### config.mk
export PLATFORM = sky130hd
export DESIGN_NAME = slot_rr_sched
export DESIGN_NICKNAME = d
export VERILOG_FILES = /design/src/rtl/slot_rr_pkg.sv /design/src/rtl/slot_rr_pick.sv /design/src/rtl/slot_rr_ctrl.sv /design/src/rtl/slot_rr_dp.sv /design/src/rtl/slot_rr_sched.sv
export SDC_FILE = /design/constraint.sdc
export NUM_CORES = 1
export LEC_CHECK = 0
export BUFFER_PORTS_ARGS = -buffer_cell sky130_fd_sc_hd__buf_2
export CORE_MARGIN = 4
export CORE_UTILIZATION = 55
export CTS_BUF_LIST = sky130_fd_sc_hd__clkbuf_4 sky130_fd_sc_hd__clkbuf_8
export CTS_CLUSTER_SIZE = 40
export DETAILED_ROUTE_END_ITERATION = 16
export PLACE_DENSITY = 0.78
export SLEW_MARGIN = 10
export SYNTH_ARGS = -nofsm -noshare
export SYNTH_HDL_FRONTEND = slang
export SYNTH_HIERARCHICAL = 1
export SYNTH_SLANG_ARGS = --single-unit
### constraint.sdc
create_clock -name clk -period 6.7 [get_ports clk]
set_clock_uncertainty 0.05 [all_clocks]
set_input_delay 1.34 -clock clk [delete_from_list [all_inputs] [get_ports clk]]
set_output_delay 1.34 -clock clk [all_outputs]
set_load 0.01 [all_outputs]
### src/rtl/slot_rr_pkg.sv
package slot_rr_pkg;
  // Strobes from control to datapath for one slot boundary.
  typedef struct packed {
    logic advance;   // shift pipelines, update returning pointers
    logic answerOn;  // a real request sits at the output selectors
  } slot_ctl_t;
endpackage

### src/rtl/slot_rr_pick.sv
module slot_rr_pick #(
  parameter int N  = 4,
  parameter int PW = 2
) (
  input  logic [N-1:0]  req,
  input  logic [PW-1:0] ptr,
  output logic          found,
  output logic [PW-1:0] idx
);
  always_comb begin
    found = 1'b0;
    idx   = '0;
    for (int k = 0; k < N; k++) begin
      if (!found && req[(int'(ptr) + k) % N]) begin
        found = 1'b1;
        idx   = PW'((int'(ptr) + k) % N);
      end
    end
  end
endmodule

### src/rtl/slot_rr_ctrl.sv
module slot_rr_ctrl
  import slot_rr_pkg::*;
#(
  parameter int DEPTH   = 4,
  parameter int REQ_LAT = 2,
  parameter int IDW     = 2
) (
  input  logic           clk,
  input  logic           rst,
  input  logic           slotStrobe,
  output slot_ctl_t      ctl,
  output logic [IDW-1:0] issueId
);
  logic [IDW-1:0] slotQ;
  logic [3:0]     fillQ;

  always_ff @(posedge clk) begin
    if (rst) begin
      slotQ <= '0;
      fillQ <= '0;
    end else if (slotStrobe) begin
      slotQ <= (slotQ == IDW'(DEPTH - 1)) ? '0 : slotQ + IDW'(1);
      if (fillQ != 4'(REQ_LAT)) fillQ <= fillQ + 4'd1;
    end
  end

  always_comb begin
    ctl.advance  = slotStrobe;
    ctl.answerOn = slotStrobe && (fillQ == 4'(REQ_LAT));
    issueId      = slotQ;
  end
endmodule

### src/rtl/slot_rr_dp.sv
module slot_rr_dp
  import slot_rr_pkg::*;
#(
  parameter int N        = 4,
  parameter int DEPTH    = 4,
  parameter int REQ_LAT  = 2,
  parameter int RET_REGS = 1,
  parameter int PW       = 2,
  parameter int IDW      = 2
) (
  input  logic             clk,
  input  logic             rst,
  input  slot_ctl_t        ctl,
  input  logic [IDW-1:0]   issueId,
  input  logic [N*N-1:0]   voq,
  output logic [N*N-1:0]   grantMat,
  output logic [IDW-1:0]   grantId,
  output logic             grantValid
);
  typedef struct packed {
    logic [IDW-1:0] id;
    logic [N*N-1:0] mat;
  } stage_t;

  function automatic logic [PW-1:0] bump(input logic [PW-1:0] p);
    return (int'(p) == N - 1) ? '0 : p + PW'(1);
  endfunction

  logic [PW-1:0] reqPtr   [N][DEPTH];
  logic [PW-1:0] grantPtr [N][DEPTH];

  stage_t issue, arrive, answer, back;
  logic [N-1:0]  iFound, oFound;
  logic [PW-1:0] iIdx [N];
  logic [PW-1:0] oIdx [N];
  logic [N-1:0]  colReq [N];
  logic [N-1:0]  backHit;
  logic [PW-1:0] backIdx [N];

  // Input selectors: one shared arbiter per input, pointer entry muxed by ID.
  for (genvar i = 0; i < N; i++) begin : g_in
    slot_rr_pick #(.N(N), .PW(PW)) u_ipick (
      .req(voq[i*N +: N]), .ptr(reqPtr[i][issueId]),
      .found(iFound[i]), .idx(iIdx[i]));
  end

  always_comb begin
    issue.id  = issueId;
    issue.mat = '0;
    for (int i = 0; i < N; i++)
      if (iFound[i]) issue.mat[i*N + int'(iIdx[i])] = 1'b1;
  end

  // Request path.
  if (REQ_LAT == 0) begin : g_req0
    assign arrive = issue;
  end else begin : g_reqN
    stage_t reqPipe [REQ_LAT];
    always_ff @(posedge clk) begin
      if (rst) begin
        for (int s = 0; s < REQ_LAT; s++) reqPipe[s] <= '0;
      end else if (ctl.advance) begin
        reqPipe[0] <= issue;
        for (int s = 1; s < REQ_LAT; s++) reqPipe[s] <= reqPipe[s-1];
      end
    end
    assign arrive = reqPipe[REQ_LAT-1];
  end

  // Output selectors.
  for (genvar o = 0; o < N; o++) begin : g_out
    always_comb
      for (int i = 0; i < N; i++) colReq[o][i] = arrive.mat[i*N + o];
    slot_rr_pick #(.N(N), .PW(PW)) u_opick (
      .req(colReq[o]), .ptr(grantPtr[o][arrive.id]),
      .found(oFound[o]), .idx(oIdx[o]));
  end

  always_comb begin
    answer.id  = arrive.id;
    answer.mat = '0;
    for (int o = 0; o < N; o++)
      if (oFound[o]) answer.mat[int'(oIdx[o])*N + o] = 1'b1;
  end

  always_ff @(posedge clk) begin
    if (rst) begin
      for (int o = 0; o < N; o++)
        for (int k = 0; k < DEPTH; k++) grantPtr[o][k] <= '0;
    end else if (ctl.answerOn) begin
      for (int o = 0; o < N; o++)
        if (oFound[o]) grantPtr[o][arrive.id] <= bump(oIdx[o]);
    end
  end

  always_ff @(posedge clk) begin
    if (rst) begin
      grantMat   <= '0;
      grantId    <= '0;
      grantValid <= 1'b0;
    end else if (ctl.answerOn) begin
      grantMat   <= answer.mat;
      grantId    <= answer.id;
      grantValid <= 1'b1;
    end
  end

  // Return path; the pointer write below is its last stage.
  if (RET_REGS == 0) begin : g_ret0
    assign back = answer;
  end else begin : g_retN
    stage_t retPipe [RET_REGS];
    always_ff @(posedge clk) begin
      if (rst) begin
        for (int s = 0; s < RET_REGS; s++) retPipe[s] <= '0;
      end else if (ctl.advance) begin
        retPipe[0] <= answer;
        for (int s = 1; s < RET_REGS; s++) retPipe[s] <= retPipe[s-1];
      end
    end
    assign back = retPipe[RET_REGS-1];
  end

  always_comb begin
    for (int i = 0; i < N; i++) begin
      backHit[i] = |back.mat[i*N +: N];
      backIdx[i] = '0;
      for (int o = 0; o < N; o++)
        if (back.mat[i*N + o]) backIdx[i] = PW'(o);
    end
  end

  always_ff @(posedge clk) begin
    if (rst) begin
      for (int i = 0; i < N; i++)
        for (int k = 0; k < DEPTH; k++) reqPtr[i][k] <= '0;
    end else if (ctl.advance) begin
      for (int i = 0; i < N; i++)
        if (backHit[i]) reqPtr[i][back.id] <= bump(backIdx[i]);
    end
  end
endmodule

### src/rtl/slot_rr_sched.sv
module slot_rr_sched
  import slot_rr_pkg::*;
#(
  parameter int N     = 4,
  parameter int DEPTH = 4,
  localparam int PW       = (N > 1) ? $clog2(N) : 1,
  localparam int IDW      = (DEPTH > 1) ? $clog2(DEPTH) : 1,
  localparam int REQ_LAT  = DEPTH / 2,
  localparam int RET_REGS = DEPTH - REQ_LAT - 1
) (
  input  logic             clk,
  input  logic             rst,
  input  logic             slotStrobe,
  input  logic [N*N-1:0]   voq,
  output logic [N*N-1:0]   grantMat,
  output logic [IDW-1:0]   grantId,
  output logic             grantValid
);
  slot_ctl_t      ctl;
  logic [IDW-1:0] issueId;

  slot_rr_ctrl #(.DEPTH(DEPTH), .REQ_LAT(REQ_LAT), .IDW(IDW)) u_ctrl (
    .clk(clk), .rst(rst), .slotStrobe(slotStrobe),
    .ctl(ctl), .issueId(issueId));

  slot_rr_dp #(.N(N), .DEPTH(DEPTH), .REQ_LAT(REQ_LAT), .RET_REGS(RET_REGS),
               .PW(PW), .IDW(IDW)) u_dp (
    .clk(clk), .rst(rst), .ctl(ctl), .issueId(issueId), .voq(voq),
    .grantMat(grantMat), .grantId(grantId), .grantValid(grantValid));
endmodule

## Word level (Yosys, flattened, before mapping)

Memories as Yosys holds them, arrays and structs flattened.
Cells that the tools add are included.

| operators by class | value |
|---|---|
| bitwise operators | 99 |
| reductions and logical operators | 89 |
| order comparisons | 53 |
| add/subtract/negate cells | 40 |
| equality and inequality tests | 11 |
| multiplexer cells | 330 |

Operator list:

| kind | count |
|---|---|
| 1-bit 2-to-1 mux | 194 |
| 32-bit by 1-bit greater-or-equal comparator with 1-bit output (second input constant) | 6 |
| 32-bit by 6-bit less-than comparator with 1-bit output (second input constant) | 6 |
| 2-bit 2-to-1 mux | 67 |
| 3-bit by 4-bit less-than comparator with 1-bit output (second input constant) | 24 |
| 16-bit 2-to-1 mux | 6 |
| 1-bit bitwise OR | 66 |
| 1-bit binary-select mux with 2-bit select | 32 |
| 8-bit 2-to-1 mux | 8 |
| 16-bit bitwise OR | 4 |
| 18-bit 2-to-1 mux | 3 |
| 2-bit OR reduction | 24 |
| 1-bit logical AND | 35 |
| 2-bit by 1-bit adder with 2-bit output (second input constant) | 17 |
| 2-bit adder (second input constant) | 16 |
| 2-bit binary-select mux with 2-bit select | 8 |
| 1-bit AND (first input constant) | 24 |
| 1-bit demux with 4-bit select | 6 |
| 1-bit zero test | 24 |
| 2-bit by 3-bit less-than comparator with 1-bit output (second input constant) | 8 |
| 18-bit OR reduction | 1 |
| 2-bit by 1-bit == test with 1-bit output (second input constant) | 8 |
| 13-bit by 16-bit bitwise OR with 16-bit output | 1 |
| 4-bit by 16-bit bitwise OR with 16-bit output | 1 |
| other kinds (21) | 33 |

| storage, ports and cells | value |
|---|---|
| bits in writable memories | 118 |
| memories kept | 4 |
| register bits | 25 |

Memory list:

| name | depth | width | read ports | clocked after memory_dff | wr ports | RTL line | source |
|---|---|---|---|---|---|---|---|
| u_dp.g_reqN.reqPipe | 2 | 18 | 2 | 0 | 2 | slot_rr_dp.sv:58 | `stage_t reqPipe [REQ_LAT];` |
| u_dp.grantPtr | 4 | 8 | 4 | 0 | 4 | slot_rr_dp.sv:30 | `logic [PW-1:0] grantPtr [N][DEPTH];` |
| u_dp.reqPtr | 4 | 8 | 4 | 0 | 4 | slot_rr_dp.sv:29 | `logic [PW-1:0] reqPtr [N][DEPTH];` |
| u_dp.g_retN.retPipe | 1 | 18 | 1 | 0 | 1 | slot_rr_dp.sv:112 | `stage_t retPipe [RET_REGS];` |

## Longest topological paths before layout

An unclocked memory read counts as a cell.

| depth | value |
|---|---|
| word-level depth | 31 |
| mapped depth | 10 |
| mapped depth without buffers | 9 |

## By module

Netlist, hierarchy kept.

By module, submodules not included:

| module | times used | area an instance (µm²) | cells an instance |
|---|---|---|---|
| slot_rr_dp | 1 | 6094.6 | 496 |
| slot_rr_pick | 8 | 77.6 | 15 |
| slot_rr_ctrl | 1 | 294.0 | 31 |

## Worst setup path before layout

Ideal clock, no wire load.

| path | value |
|---|---|
| kind | input -> register |
| start point | in slotStrobe |
| end point | mem u_dp/grantPtr[0][0] (netlist name), enable pin |
| library setup time | 0.327 ns |
| required time | 6.323 ns |
| path buffers | 3 |
| data arrival time | 2.502 ns |
| stages on the path | 7 |
| setup slack | 3.821 ns |
| path through | buf_2 > inv_1 > nor2_1 > buf_2 > buf_2 > nand3_1 > o21ai_0 |

RTL lines:

| element | RTL line | source |
|---|---|---|
| from (decl) | slot_rr_sched.sv:13 | `input logic slotStrobe,` |
| to (decl) | slot_rr_dp.sv:30 |  |

==> flow_metrics.env <==
export IMPL_grt_total_usage_pct=21.09
export IMPL_ys_ff_latch=143
export IMPL_layout_commonest_cell="edfxtp_1"
export IMPL_htree_levels=4
export IMPL_tightest_slew_ps=937.4
export IMPL_layout_setup_ws_ps=3530
export IMPL_drc=0
export IMPL_cts_tree="yes"
export IMPL_grt_max_degree=60
export IMPL_hold_buffers=0
export IMPL_dr_total_vias=4946
export IMPL_cts_root_buf="clkbuf_8"
export IMPL_ir_drop_mv=0.1626
export IMPL_drive_gt1_share_pct=16.54
export IMPL_nets=710
export IMPL_die_h_um=120.9
export IMPL_outcome="finished clean"
export IMPL_synth_cell_types=49
export IMPL_clockBufferDepth=2
export IMPL_grt_antenna_before_repair=0
export IMPL_dpl_hpwl_mm=10.59
export IMPL_dieWidth_um=120.9
export IMPL_final_period_utilization_pct=47.32
export IMPL_rows=40
export IMPL_r2r_start="u_dp/g_reqN.reqPipe[0][34]"
export IMPL_dp_slack_ps=3430
export IMPL_avgSynthCellArea_sq_um=10.83
export IMPL_crit_cells=7
export IMPL_period_minus_slack_ps=3170
export IMPL_slew_violations=0
export IMPL_setup_viol=0
export IMPL_clock_sinks=143
export IMPL_syn_inst=647
export IMPL_postCtsSetupRepairBufs=0
export IMPL_wl_per_cell_um=17.36
export IMPL_rsz0062_at_grt="no"
export IMPL_timing_setup_tns_ps=0
export IMPL_relSlewSlack_pct=37.50
export IMPL_worst_path_buf_inv=1
export IMPL_rrSetupSlack_ps=3530
export IMPL_end_kind="flop"
export IMPL_routabilityCongestion=0.8607
export IMPL_first_global_vias=4908
export IMPL_critPathRequiredTime_ps=6800
export IMPL_gr_total_overflow=0
export IMPL_cp_top_family="flip-flops"
export IMPL_hp_class="flop to flop"
export IMPL_clk_pin_slew_worst_paths_ps=70
export IMPL_fmax_mhz=315.4
export IMPL_clock_latency_ps=440
export IMPL_cap_violations=0
export IMPL_crit_type="flop to flop"
export IMPL_hold_path_depth=2
export IMPL_crit_path_top_delay_cell="edfxtp_1"
export IMPL_grt_pass1_wl_mm=23.96
export IMPL_synth_area_sq_um=7009
export IMPL_worstPathArrival_ps=3270
export IMPL_cp_max_fo=19
export IMPL_critPathMaxStageDelay_ps=880
export IMPL_syn_nets=686
export IMPL_design_portCount=38
export IMPL_filler_cell_count=996
export IMPL_drtIter0Drc=532
export IMPL_diodes=0
export IMPL_first_pass_iters=5
export IMPL_fin_util_pct=62.01
export IMPL_ant_nets=0
export IMPL_worstSetupEndpoint="u_dp/grantPtr[0][5]"
export IMPL_crit_chain="mux4_2 > a221o_1 > a21oi_1 > inv_1 > ha_1 > nand3_1 > nor3_1"
export IMPL_power_density_nw_per_um2=243.0
export IMPL_r2r_end="u_dp/grantPtr[0][5]"
export IMPL_io_buffers=37
export IMPL_hold_viol=0
export IMPL_cts_buffers=17
export IMPL_drt_vias_per_instance=5.812
export IMPL_r2r_cells=7
export IMPL_crit_start="u_dp/g_reqN.reqPipe[0][34]"
export IMPL_ctsResizeCount=0
export IMPL_mostFrequentLayoutCells="90 x edfxtp_1, 69 x inv_1, 54 x a21oi_1"
export IMPL_ys_seq_area_share_pct=53.70
export IMPL_p_leak_nw=3.012
export IMPL_routed_wl_mm=14.77
export IMPL_ff_latch_area_sq_um=3764
export IMPL_yosysWarnings=6
export IMPL_coreArea_sq_um=12260
export IMPL_initial_core_util_pct=57.16
export IMPL_multi_input_area_sq_um=2775
export IMPL_min_from="u_dp/grantValid"
export IMPL_die_area_sq_um=14610
export IMPL_cp_start_kind="flop"
export IMPL_areaGrowthSynthToFinish_pct=8.479
export IMPL_finalPower_w=0.001848
final cells by class:
| type | instances | area share [%] |
|---|---|---|
| inverters | 77 | 3.801 |
| flip-flops and latches | 143 | 49.50 |
| repair buffers | 41 | 2.830 |
| clock inverters | 8 | 0.8557 |
| clock buffers | 23 | 3.752 |
| multi-input cells | 391 | 36.50 |
| well taps | 168 | 2.765 |
flip-flops by register name, indices dropped and copies added (netlist names):
| name | cells |
|---|---|
| u_ctrl/fillQ | 4 |
| u_dp/grantPtr | 32 |
| u_dp/reqPtr | 32 |
| u_dp/g_retN.retPipe | 18 |
| u_dp/grantValid | 1 |
| u_ctrl/issueId | 2 |
| u_dp/grantId | 2 |
| u_dp/g_reqN.reqPipe | 36 |
| u_dp/grantMat | 16 |
routing by layer:
metal	GRT usage [%]	up-vias	routed length, um
li1	-	2374	-
met1	26.62	2364	6038
met2	34.91	177	7312
met5	0	-	0
met3	5.221	31	1026
met4	8.428	0	393
stage by stage:
stage          instance area, sq um  std cells  hold WS (ps)
5_1_grt                        7604        851         443.4
6_report                       7604        851         414.2
3_3_place_gp                   7253        820         395.4
2_1_floorplan                  7009        647         383.0
3_5_place_dp                   7253        820         398.8
4_1_cts                        7604        851         416.3
logic make-up after synthesis:
group	after synthesis	synth area share, %
compound gates	123	11.32
xor+xnor	2	0.2500
fa+ha+maj	20	3.570
buf+inv	113	6.783
flops	143	53.70
mux	28	6.855
simple gates	218	17.53
report_power, final:
part / internal, W / switching, W / total (W)
Combinational: 0.0000825 / 0.000137 / 0.000219
Sequential: 0.000981 / 0.0000336 / 0.00101
Clock: 0.000317 / 0.000297 / 0.000614
Total: 0.00138 / 0.000467 / 0.00185
synth_stat cells, drive strengths merged:
cell type  number  area share [%]
edfxtp         90              39
or2             3            0.27
xor2            2            0.25
a211o           1            0.12
inv            77             4.1
a221o           8             1.1
nor2           47             2.6
and2           25             2.2
buf            18             1.6
nand2          10            0.54
or4             1            0.16
mux2i          12             1.7
nor2b           6            0.54
nand2b         30             2.8
or3b            1            0.16
nor4b           2            0.25
a31o            1            0.12
clkbuf         18             1.0
o31ai           7            0.75
o211ai          4            0.43
mux4           16             5.1
ha             20             3.6
and4bb          1            0.18
o221ai          8             1.0
dfxtp          53              15
nor3           19             1.4
and3           20             1.8
nand4           3            0.27
nor3b           3            0.32
a21o            5            0.54
nand4b          4            0.50
a21oi          55             4.0
a311oi          1            0.12
or3             2            0.18
nand3          36             2.6
nor4            4            0.62
o21ai          19             1.4
and4            1            0.12
o32ai          14             1.7
tightest hold or removal path: cells and delay by family (launching register included):
family        cells  cell delay [ps]
flops             1              330
simple gates      2              100
worst min-delay path by stage:
stage | endpoint
after detailed placement | u_dp/grantValid
after global routing | u_dp/grantValid
after CTS | u_dp/grantValid
after floorplan | u_dp/grantPtr[3][6]
after global placement | u_dp/grantValid
final | u_dp/grantValid
No activity file was read; power rests on OpenSTA's default activity.
